===== src/rtl/tri_wire_loader.sv =====
module tri_wire_loader #(
  parameter int DATA_W = 17,
  parameter int ADDR_W = 4,
  parameter int SYNC = 2,
  parameter logic [ADDR_W-1:0] SEL0 = 0,
  parameter logic [ADDR_W-1:0] SEL1 = 1,
  parameter logic [ADDR_W-1:0] SEL2 = 2,
  parameter logic [ADDR_W-1:0] SEL3 = 3
) (
  input  logic              clk,
  input  logic              rst_n,
  input  logic              ser_clk,
  input  logic              ser_dat,
  input  logic              ser_en_n,
  output logic [DATA_W-1:0] word0,
  output logic [DATA_W-1:0] word1,
  output logic [DATA_W-1:0] word2,
  output logic [DATA_W-1:0] word3,
  output logic [3:0]        load_stb
);
  localparam int FRAME_W = DATA_W + ADDR_W;

  logic [SYNC-1:0]    clk_sy, dat_sy, en_sy;
  logic               clk_prev, en_prev;
  logic [FRAME_W-1:0] shreg;

  always_ff @(posedge clk or negedge rst_n)
    if (!rst_n) begin
      clk_sy   <= '1;
      dat_sy   <= '0;
      en_sy    <= '1;
      clk_prev <= 1'b1;
      en_prev  <= 1'b1;
    end else begin
      clk_sy   <= {clk_sy[SYNC-2:0], ser_clk};
      dat_sy   <= {dat_sy[SYNC-2:0], ser_dat};
      en_sy    <= {en_sy[SYNC-2:0], ser_en_n};
      clk_prev <= clk_sy[SYNC-1];
      en_prev  <= en_sy[SYNC-1];
    end

  wire en_now   = en_sy[SYNC-1];
  wire en_rise  = en_now & ~en_prev;
  wire shift_go = clk_sy[SYNC-1] & ~clk_prev & ~en_now;

  wire [ADDR_W-1:0] addr  = shreg[ADDR_W-1:0];
  wire [DATA_W-1:0] field = shreg[FRAME_W-1:ADDR_W];
  wire [3:0] hit = {addr == SEL3, addr == SEL2, addr == SEL1, addr == SEL0};

  always_ff @(posedge clk or negedge rst_n)
    if (!rst_n)
      shreg <= '0;
    else if (shift_go)
      shreg <= {shreg[FRAME_W-2:0], dat_sy[SYNC-1]};

  always_ff @(posedge clk or negedge rst_n)
    if (!rst_n) begin
      load_stb <= '0;
      word0    <= '0;
      word1    <= '0;
      word2    <= '0;
      word3    <= '0;
    end else begin
      load_stb <= en_rise ? hit : 4'b0;
      if (en_rise && hit[0]) word0 <= field;
      if (en_rise && hit[1]) word1 <= field;
      if (en_rise && hit[2]) word2 <= field;
      if (en_rise && hit[3]) word3 <= field;
    end
endmodule


===== config.mk =====
export PLATFORM = sky130hd
export DESIGN_NAME = tri_wire_loader
export DESIGN_NICKNAME = d
export VERILOG_FILES = /design/src/rtl/tri_wire_loader.sv
export SDC_FILE = /design/constraint.sdc
export NUM_CORES = 1
export LEC_CHECK = 0
export ABC_AREA = 1
export BUFFER_PORTS_ARGS = -buffer_cell sky130_fd_sc_hd__buf_2
export CORE_MARGIN = 2
export CORE_UTILIZATION = 35
export CTS_CLUSTER_DIAMETER = 40
export DETAILED_ROUTE_END_ITERATION = 16
export GPL_TIMING_DRIVEN = 0
export PLACE_DENSITY = 0.57
export SETUP_SLACK_MARGIN = 0.2
export SLEW_MARGIN = 20
export SYNTH_ARGS = -nofsm -noshare
export SYNTH_HDL_FRONTEND = slang
export SYNTH_SLANG_ARGS = --single-unit

===== constraint.sdc =====
create_clock -name clk -period 1.5 [get_ports clk]
set_input_delay 0.075 -clock clk [delete_from_list [all_inputs] [get_ports clk]]
set_output_delay 0.075 -clock clk [all_outputs]
set_load 0.01 [all_outputs]

==> results.rst, run 1 <==
.. list-table::
   :header-rows: 1

   * - Metric
     - Value
   * - Count of antenna-violating nets left after detailed routing
     - 0
   * - Sequential cell area fraction in the yosys report
     - between 60% and 70%
   * - Final GP Congestion
     - between 0.7 and 0.8
   * - Wire length on met1
     - roughly 4.7 mm
   * - Initial antenna violation count
     - 0
   * - Register clock-pin slew on the reported worst setup and hold paths
     - approximately 100 ps
   * - Fill cells
     - roughly 1100
   * - Type of the worst setup path
     - reg -> reg
   * - Cell type contributing the most total cell area after synthesis
     - dfrtp_1
   * - Final hold violation count
     - 0
   * - Clock tree skew after final layout
     - between 10 and 15 ps
   * - Instance count of the mapped netlist
     - slightly above 400
   * - Chip width
     - ~110 µm
   * - Non-Filler Instances
     - 660
   * - Final Net Count
     - 520
   * - Global-route wire length before repair
     - roughly 16 mm
   * - Power density over cell area
     - around 1100 nW/µm²
   * - Placed cell count
     - around 630
   * - Count of vias placed by the detailed router
     - just over 3000
   * - Final setup vio count
     - 0
   * - Number of CTS-inserted buffers
     - 9
   * - Number of global-route vias before repair
     - between 3000 and 4000
   * - Area of the core
     - around 11000 µm²
   * - Final critical delay including setup and external delays
     - between 1000 and 1500 ps
   * - Worst path required time
     - roughly 1800 ps
   * - Buffer levels on the longest clock path
     - 2
   * - Number of port buffers
     - 76
   * - Remaining Overflow, GRT
     - 0
   * - Biggest area contributors in the synthesized netlist
     - dfrtp_1, nand2_1, nand3_1
   * - Total routed wirelength
     - between 9 and 10 mm
   * - I/O Pins
     - 77
   * - Synthesis-to-finish area growth
     - 32.19%
   * - Drt first-iter violations
     - ~140
   * - Setup repair after global routing missed its margin
     - yes
   * - Slew HR
     - approximately 70%
   * - CTS tree
     - yes
   * - Fmax
     - approximately 740 MHz
   * - MaxCap Viol Count
     - 0
   * - Static leakage power
     - around 2.9 nW
   * - Tightest Pin Transition
     - ~450 ps
   * - Clock latency on the worst-skew pair
     - roughly 370 ps
   * - Fraction of final layout cells sized beyond drive strength 1
     - between 40% and 50%
   * - Post-detail-place hpwl
     - approximately 6.5 mm
   * - Run status
     - completed
   * - CP Max Fanout
     - 6
   * - Maximum vdd drop
     - 0.3968 mV
   * - Setup tns final
     - 0 ps
   * - Net count after synthesis
     - roughly 410
   * - Largest net degree at the start of global routing
     - 55
   * - Yosys warns
     - 0
   * - Nature of the critical path startpoint
     - flop
   * - Final number of max-transition violations
     - 0
   * - ANT cells
     - 0
   * - All-layer global routing usage
     - 17.03%
   * - Effective utilization at floorplan
     - 36.16%
   * - Synth cell types
     - 15
   * - Routed length on met2
     - approximately 4.4 mm
   * - Via density per instance
     - 4.691
   * - Root buffer cell
     - clkbuf_8
   * - Utilization after layout
     - between 40% and 50%
   * - Remaining routing DRC violations
     - 0
   * - Wire length per cell after detailed routing
     - 14.80 µm
   * - Chip Height
     - approximately 110 µm
   * - Kind of capture point of the worst setup path
     - flop
   * - Mapped cell area
     - slightly below 4000 µm²
   * - Final worst-path cycle share
     - 89.97%
   * - Number of levels in the clock H-tree
     - 3
   * - Area share of the largest cell type after synthesis
     - between 60 and 70%
   * - Topmost layer with routed signal wires
     - met4
   * - Drt first pass iters
     - 4
   * - Routed wire length on met3
     - 475 µm
   * - Number of synthesized register bits
     - between 100 and 150
   * - Total clock sinks
     - slightly above 100
   * - Die outline area
     - between 10000 and 15000 µm²
   * - Data arrival, critical path
     - 1610 ps
   * - Post-synthesis average cell area
     - 9.651 µm²
   * - Number of cell rows
     - 38
   * - Worst min path class
     - in -> async
## state kept, by name, indices dropped and copies added, names as in the netlist
register,cells
shreg,21
en_prev,1
word1,17
word0,17
en_sy,2
clk_sy,2
dat_sy,2
clk_prev,1
word2,17
load_stb,4
word3,17
## final cells by class
type / count / area, µm² / share of cell area, %
plain buffers: 19 / 177.7 / 3.413
clock buffers: 13 / 168.9 / 3.245
clock inverters: 3 / 18.77 / 0.3606
inverters: 28 / 105.1 / 2.019
multi-input cells: 260 / 1366 / 26.25
flip-flops and latches: 101 / 2537 / 48.75
well taps: 140 / 175.2 / 3.365
repair buffers: 96 / 655.6 / 12.60
## per-stage QoR
| stage | area, µm² | hold WS (ps) | worst slack (ps) | power, mW |
|---|---|---|---|---|
| final | 5205 | 196.5 | 150.4 | 5.630 |
| after global routing | 5205 | 223.3 | 74.98 | 5.894 |
| after CTS | 5111 | 203.7 | 138.4 | 5.645 |
| after detailed placement | 4527 | 39.94 | -82.16 | 3.830 |
| after global placement | 4493 | 181.9 | -669.1 | 3.797 |
| after floorplan | 3938 | -220.6 | 204.4 | 3.501 |
## kinds of logic (layout without fill, tap and decap cells)
logic type	Yosys count	in the layout	share of synthesized area (%)
AO/OA/AOI/OAI	21	21	2.669
buffers and inverters	47	159	5.751
flip-flops	101	101	64.38
AND/OR/NAND/NOR	239	239	27.20
## per-layer routing
layer	track usage, %	vias to the layer above
met5	0	-
met4	7.324	0
met3	2.469	10
met2	25.24	78
met1	24.83	1506
li1	-	1502
## worst paths after layout
kind,start,slack (ps),cells after the start,endpoint
max in group asynchronous,rst_n,680,3,shreg[12]
setup reg to reg,en_sy[1],150,7,word3[16]
setup / recovery,en_sy[1],150,7,word3[16]
hold / removal,rst_n,200,2,word3[0]
min in group clk,ser_en_n,350,2,en_sy[0]
hold reg to reg,dat_sy[0],360,0,dat_sy[1]
## Yosys cell counts
cell and n:
buf_2 7, buf_4 3, buf_6 4, clkbuf_1 5
dfrtp_1 95, dfstp_2 6, inv_1 22, inv_2 6
nand2_1 160, nand3_1 68, nand3_4 4, nand3b_1 1
nor2_2 3, nor2_4 3, o21ai_0 21
## where the power goes
group | leakage (nW) | internal, mW | total (mW) | switching (mW)
logic | 1.40 | 0.343 | 0.888 | 0.545
registers | 1.37 | 2.88 | 3.07 | 0.190
clock network | 0.0994 | 0.739 | 1.67 | 0.932
total | 2.87 | 3.96 | 5.63 | 1.67
## critical path: stages (launching register included)
cell and delay [ps]:
dfstp_2 570, inv_2 60, nor2_4 90, buf_12 130, nand3_4 110, buf_12 170, nand2_2 50, nand2_1 50
## layout by cell type (no fill, tap or decap)
cell type	synthesis	layout
o21ai_0	21	20
buf_16	0	1
inv_1	22	21
nand3_1	68	68
clkbuf_4	0	3
nand2_1	160	100
nand3b_1	1	1
dfrtp_2	0	2
buf_12	0	5
inv_2	6	7
clkinv_2	0	2
dfstp_2	6	6
nor2_4	3	6
clkbuf_8	0	14
buf_6	4	16
nand3_4	4	4
dfrtp_1	95	93
o21ai_1	0	1
dlygate4sd3_1	0	4
clkbuf_1	5	1
buf_2	7	78
clkinv_4	0	1
buf_4	3	6
nand2_2	0	55
nand2_4	0	5
## repair_timing
item | CTS | global route
setup buffers | 9 | 1
setup endpoints to repair | 93 | 85
cloned | 5 | 0
resized for setup | 74 | 33
hold buffers | 4 | 0
pin swaps | 23 | 5
endpoints found under the hold margin | 50 | 0
(Power assumes the default switching activity.)
==> run 2, diff against run 1 <==
CORE_ASPECT_RATIO = 0.6   (was not set)
SLEW_MARGIN = not set   (was 20)
==> run 2 against run 1 <==
Net effect:
- highest routed layer unchanged
- critical endpoint is now word0[1]
- flip-flop and latch count is the same
- sequential share of layout area decreased by 1.0 points
- hold slack improved by 31 ps
- global-route usage increased by 1.1 points
- total power is 11% higher
- register-to-register slack about the same
- count of clock-buffer cells in the layout shrank 3
- clock skew fell by 4.0 ps
- non-clock buffer count increased by 3
- fmax increased by 0.34%
- combinational power grew 4.1%
==> results.rst, run 2 (synthesized netlist as in run 1, its figures left out) <==
.. list-table::
   :header-rows: 1

   * - Metric
     - Value
   * - Die outline area
     - 12140 µm² (+0.23%)
   * - Total routed wirelength
     - 10.39 mm (+6.4%)
   * - Power density over cell area
     - 1172 nW/µm² (+8.4%)
   * - Clock latency on the worst-skew pair
     - 340 ps (-30 ps)
   * - Register clock-pin slew on the reported worst setup and hold paths
     - 60 ps (-40 ps)
   * - Effective utilization at floorplan
     - 36.54% (+0.37 points)
   * - Reg-to-reg critical path endpoint
     - word0[1]
   * - Static leakage power
     - 2.915 nW (+1.4%)
   * - Run status
     - completed
   * - Utilization after layout
     - 49.32% (+1.5 points)
   * - Worst reg2reg path depth
     - 7 (unchanged)
   * - Placed cell count
     - 624 (-0.16%)
   * - Fmax
     - 743.5 MHz (+0.34%)
   * - Chip Height
     - 86.16 µm (-22%)
   * - Number of levels in the clock H-tree
     - 3 (unchanged)
   * - Final worst-path cycle share
     - 89.67% (-0.31 points)
   * - Final critical delay including setup and external delays
     - 1345 ps (-4.604 ps)
   * - Drt first pass iters
     - 4 (unchanged)
   * - Count of vias placed by the detailed router
     - 3151 (+1.8%)
   * - Total clock sinks
     - 101 (unchanged)
   * - Wire length per cell after detailed routing
     - 15.72 µm (+6.2%)
   * - Final number of max-transition violations
     - 0 (unchanged)
   * - Final Net Count
     - 523 (+0.58%)
   * - Synthesis-to-finish area growth
     - 34.99%
   * - Non-Filler Instances
     - 661 (+0.15%)
   * - Worst-case register-to-register setup slack
     - 150 ps (about the same)
   * - Largest net degree at the start of global routing
     - 70 (+27%)
   * - Commonest cells after routing, fill and taps aside
     - nand2_1, dfrtp_1, buf_2
   * - Global-route wire length before repair
     - 16.58 mm (+5.5%)
   * - Final setup vio count
     - 0 (unchanged)
   * - Leading cell type in the layout, fill and taps excluded
     - nand2_1
   * - Final GP Congestion
     - 0.8117 (+5.9%)
   * - ANT cells
     - 0 (unchanged)
   * - Kind of capture point of the worst setup path
     - flop
   * - Remaining Overflow, GRT
     - 0 (unchanged)
   * - Post-detail-place hpwl
     - 6.952 mm (+7.6%)
   * - Number of CTS-inserted buffers
     - 9 (unchanged)
   * - Remaining routing DRC violations
     - 0 (unchanged)
   * - Type of the worst setup path
     - reg -> reg
   * - Maximum vdd drop
     - 0.5999 mV (+51%)
   * - Drt first-iter violations
     - 129 (-5.1%)
   * - MaxCap Viol Count
     - 0 (unchanged)
   * - Largest register by flop count
     - shreg
   * - Tightest Pin Transition
     - 435.1 ps (-17.71 ps)
   * - Number of cell rows
     - 29 (-24%)
   * - Max reg flops
     - 21 (unchanged)
   * - Worst Hold Slack
     - 227.6 ps (+31.12 ps)
   * - Number of port buffers
     - 76 (unchanged)
   * - Slew HR
     - 71.00% (+1.2 points)
   * - Setup repair after global routing missed its margin
     - yes
   * - CP Max Fanout
     - 6 (unchanged)
   * - Clock tree skew after final layout
     - 9.272 ps (-4.033 ps)
   * - Critical register-to-register path startpoint
     - en_sy[1]
   * - I/O Pins
     - 77 (unchanged)
   * - CTS tree
     - yes
   * - Worst min path class
     - in -> async
   * - Final hold violation count
     - 0 (unchanged)
   * - Area of the core
     - 10780 µm² (-1.0%)
   * - All-layer global routing usage
     - 18.11% (+1.1 points)
   * - Buffer levels on the longest clock path
     - 2 (unchanged)
   * - Number of global-route vias before repair
     - 3115 (+3.3%)
   * - Fraction of final layout cells sized beyond drive strength 1
     - 42.15% (+1.6 points)
   * - Root buffer cell
     - clkbuf_16
   * - Chip width
     - 140.9 µm (+28%)
   * - Data arrival, critical path
     - 1570 ps (-40 ps)
   * - Count of antenna-violating nets left after detailed routing
     - 0 (unchanged)
   * - Via density per instance
     - 4.767 (+1.6%)
   * - Initial antenna violation count
     - 0 (unchanged)
   * - Fill cells
     - 1012 (-4.4%)
   * - Nature of the critical path startpoint
     - flop
   * - Worst path required time
     - 1730 ps (-30 ps)
run 2: worst max path at each step:
stage	start	endpoint	slack, ps	depth (start not counted)
global route	en_sy[1]	word3[8]	100	5
floorplan	en_sy[1]	word0[10]	200	6
finish	en_sy[1]	word0[1]	150	7
global placement	rst_n	word0[2]	-710	1
detailed placement	en_sy[1]	word3[12]	-90	6
CTS	en_sy[1]	word1[13]	130	7
run 2: layer usage:
| layer | routed length, µm | track usage [%] | vias up | share of wire (%) |
|---|---|---|---|---|
| met3 | 882 | 4.858 | 4 | 8.5 |
| li1 | - | - | 1518 | - |
| met4 | 45 | 4.909 | 0 | 0.43 |
| met1 | 5464 | 28.75 | 1514 | 53 |
| met5 | 0 | 0 | - | 0 |
| met2 | 3999 | 23.90 | 115 | 38 |
run 2: worst max-delay path, stage by stage, from the launching register on:
cell and delay [ps]:
dfstp_2 550, inv_2 50, nor2_4 90, buf_12 130, nand3_4 120, buf_12 190, nand2_2 50, nand2_1 50
run 2: final cells by class:
class / count / area, µm² / area share, %
plain buffers: 19 / 166.4 / 3.131
clock inverters: 5 / 52.55 / 0.9887
clock buffers: 10 / 229.0 / 4.308
flip-flops and latches: 101 / 2537 / 47.74
multi-input cells: 260 / 1386 / 26.08
inverters: 28 / 105.1 / 1.977
well taps: 139 / 173.9 / 3.272
repair buffers: 99 / 664.4 / 12.50
run 2: power breakdown:
group / internal (mW) / switching, mW
Clock: 1.27 / 0.948
Combinational: 0.358 / 0.566
Sequential: 2.89 / 0.199
Total: 4.52 / 1.71
run 2: through the flow:
stage                     cell area (µm²)  setup TNS, ps  total power [mW]  setup WS [ps]
after floorplan                      3938              0             3.501          204.4
after global placement               4492         -67940             3.807         -705.0
after detailed placement             4522          -1385             3.838         -89.00
after CTS                            5190              0             6.227          132.2
final                                5315              0             6.231          155.0
after global routing                 5315              0             6.517          95.40
run 2: repair_timing:
item / 4_1_cts / 5_1_grt
setup buffers: 11 / 3
resized for setup: 78 / 42
endpoints found under the setup margin: 93 / 89
gates cloned: 4 / 0
hold buffers: 4 / 0
endpoints found under the hold margin: 35 / 0
pin swaps: 31 / 5
==> run 3, diff against run 2 <==
--- a/config.mk
+++ b/config.mk
@@ -17,2 +17,3 @@
 export SETUP_SLACK_MARGIN = 0.2
+export SKIP_CTS_REPAIR_TIMING = 1
 export SYNTH_ARGS = -nofsm -noshare
--- a/constraint.sdc
+++ b/constraint.sdc
@@ -3,2 +3,2 @@
 set_output_delay 0.075 -clock clk [all_outputs]
-set_load 0.01 [all_outputs]
+set_load 0.1 [all_outputs]
==> run 3 against run 2 <==
Net effect:
- routed wire length is 0.49% lower
- register-to-register slack got worse by 50 ps
- die area did not move
- highest routed layer unchanged
- total power up 15%
- fmax is 3.3% lower
- setup slack lost 45 ps
- critical path depth is the same
- critical endpoint is now word2[5]
- combinational power rose by 68%
- core utilization is 0.57 points higher
- count of clock-buffer cells in the layout up 2
==> results.rst, run 3 (synthesized netlist as in run 1, its figures left out) <==
.. list-table::
   :header-rows: 1

   * - Metric
     - Value
   * - Global-route wire length before repair
     - 16.01 mm (-3.4%)
   * - Post-detail-place hpwl
     - 6.888 mm (-0.92%)
   * - Buffer levels on the longest clock path
     - 2 (unchanged)
   * - Net load switching power
     - 2.364 mW (+38%)
   * - Final Net Count
     - 524 (+0.19%)
   * - Count of antenna-violating nets left after detailed routing
     - 0 (unchanged)
   * - Final setup vio count
     - 0 (unchanged)
   * - Power density over cell area
     - 1332 nW/µm² (+14%)
   * - Number of levels in the clock H-tree
     - 3 (unchanged)
   * - Final GP Congestion
     - 0.8029 (-1.1%)
   * - Static leakage power
     - 2.956 nW (+1.4%)
   * - Remaining Overflow, GRT
     - 0 (unchanged)
   * - Total clock sinks
     - 101 (unchanged)
   * - Number of CTS-inserted buffers
     - 9 (unchanged)
   * - Via density per instance
     - 4.701 (-1.4%)
   * - Data arrival, critical path
     - 1630 ps (+60 ps)
   * - Cells traversed along the worst timing path
     - inv_2 -> nor2_4 -> buf_12 -> nand3_4 -> buf_4 -> nand2_1 -> nand2_1
   * - CP Max Fanout
     - 9 (+3)
   * - Utilization after layout
     - 49.89% (+0.57 points)
   * - Fraction of power spent switching nets
     - 32.99% (+5.5 points)
   * - Slowest library cell on the worst path
     - dfstp_2
   * - Fmax
     - 719.2 MHz (-3.3%)
   * - Count of vias placed by the detailed router
     - 3117 (-1.1%)
   * - Wire length per cell after detailed routing
     - 15.60 µm (-0.79%)
   * - Worst path required time
     - 1740 ps (about the same)
   * - Clock latency on the worst-skew pair
     - 350 ps (about the same)
   * - Worst min path class
     - in -> async
   * - Root buffer cell
     - clkbuf_16
   * - Relative contribution of combinational cells to total power
     - 21.6% (+6.8 points)
   * - CP dominant cell by count
     - nand2_1
   * - ANT cells
     - 0 (unchanged)
   * - I/O Pins
     - 77 (unchanged)
   * - Synthesis-to-finish area growth
     - 36.54%
   * - Type of the worst setup path
     - reg -> reg
   * - Maximum cell stage delay along the critical path
     - 560 ps (about the same)
   * - Fill cells
     - 989 (-2.3%)
   * - Clock tree skew after final layout
     - 5.742 ps (-3.530 ps)
   * - Number of port buffers
     - 76 (unchanged)
   * - Largest register by flop count
     - shreg
   * - Total routed wirelength
     - 10.34 mm (-0.49%)
   * - Run status
     - completed
   * - Number of global-route vias before repair
     - 2924 (-6.1%)
   * - Initial antenna violation count
     - 0 (unchanged)
   * - Commonest cells after routing, fill and taps aside
     - nand2_1, dfrtp_1, buf_2
   * - Number of cell rows
     - 29 (unchanged)
   * - Final critical delay including setup and external delays
     - 1390 ps (+45.38 ps)
   * - Chip width
     - 140.9 µm (unchanged)
   * - Die outline area
     - 12140 µm² (unchanged)
   * - Area of the core
     - 10780 µm² (unchanged)
   * - MaxCap Viol Count
     - 0 (unchanged)
   * - Fraction of final layout cells sized beyond drive strength 1
     - 38.55% (-3.6 points)
   * - Power share of the clock group
     - 35.3% (-0.4 points)
   * - Setup repair after global routing missed its margin
     - yes
   * - Drt first-iter violations
     - 180 (+40%)
   * - Cell-internal power
     - 4.800 mW (+6.2%)
   * - Portion of total power attributed to sequential cells
     - 43.1% (-6.4 points)
   * - Nature of the critical path startpoint
     - flop
   * - Final hold violation count
     - 0 (unchanged)
   * - Max reg flops
     - 21 (unchanged)
   * - Buffers and inverters on the worst path
     - 3 (unchanged)
   * - Tightest Pin Transition
     - 518.0 ps (+82.97 ps)
   * - Chip Height
     - 86.16 µm (unchanged)
   * - Setup tns final
     - 0 ps (unchanged)
   * - Drt first pass iters
     - 4 (unchanged)
   * - Cell type group with the largest total delay on the critical path
     - flip-flops
   * - Final worst-path cycle share
     - 92.69% (+3.0 points)
   * - Register clock-pin slew on the reported worst setup and hold paths
     - 70 ps (about the same)
   * - Critical register-to-register path startpoint
     - en_sy[1]
   * - Slew HR
     - 65.47% (-5.5 points)
   * - Kind of capture point of the worst setup path
     - flop
   * - Remaining routing DRC violations
     - 0 (unchanged)
   * - Maximum vdd drop
     - 0.8712 mV (+45%)
   * - CTS tree
     - yes
   * - Origin of the worst setup path
     - en_sy[1]
   * - Leading cell type in the layout, fill and taps excluded
     - nand2_1
   * - Final number of max-transition violations
     - 0 (unchanged)
   * - Effective utilization at floorplan
     - 36.54% (unchanged)
   * - All-layer global routing usage
     - 17.48% (-0.63 points)
   * - Largest net degree at the start of global routing
     - 64 (-8.6%)
[run 3: per-stage QoR]
stage               hold WS (ps)  std cells  worst slack [ps]  cell area [µm²]  total power [mW]
floorplan                 -220.6        408             201.5             3940             4.112
global placement           183.3        623            -689.7             4494             4.432
detailed placement         84.11        624            -41.03             4524             4.460
CTS                       -285.7        640            -67.62             4851             6.986
global route               303.2        663             48.57             5376             7.444
finish                     238.7        663             109.6             5376             7.164
[run 3: final cells by class]
class / count / area, µm² / area share [%]
Clock inverter: 4 / 70.07 / 1.303
Multi-Input combinational cell: 260 / 1370 / 25.48
Sequential cell: 101 / 2537 / 47.20
Tap cell: 139 / 173.9 / 3.235
Buffer: 19 / 183.9 / 3.421
Timing Repair Buffer: 100 / 679.4 / 12.64
Inverter: 28 / 105.1 / 1.955
Clock buffer: 12 / 256.5 / 4.771
[run 3: routing by layer]
layer,wire length (µm),global-route usage [%]
met1,5574,28.31
met2,3892,21.69
met3,773,5.863
met4,102,4.273
met5,0,0
[run 3: final timing paths]
path	depth (start not counted)	end	slack [ps]
max in group asynchronous	3	clk_sy[0]	550
worst max register to register	7	word2[5]	110
worst min register to register	0	en_sy[1]	350
worst min-delay path	2	word1[3]	240
min in group clk	0	en_sy[1]	350
worst max-delay path	7	word2[5]	110
[run 3: power groups by stage]
stage / sequential, mW / combinational [mW] / clock (mW)
after global routing: 3.11 / 1.64 / 2.69
final: 3.09 / 1.55 / 2.53
after CTS: 3.05 / 1.36 / 2.57
after detailed placement: 3.10 / 1.36 / 0
after global placement: 3.10 / 1.34 / 0
after floorplan: 3.70 / 0.415 / 0
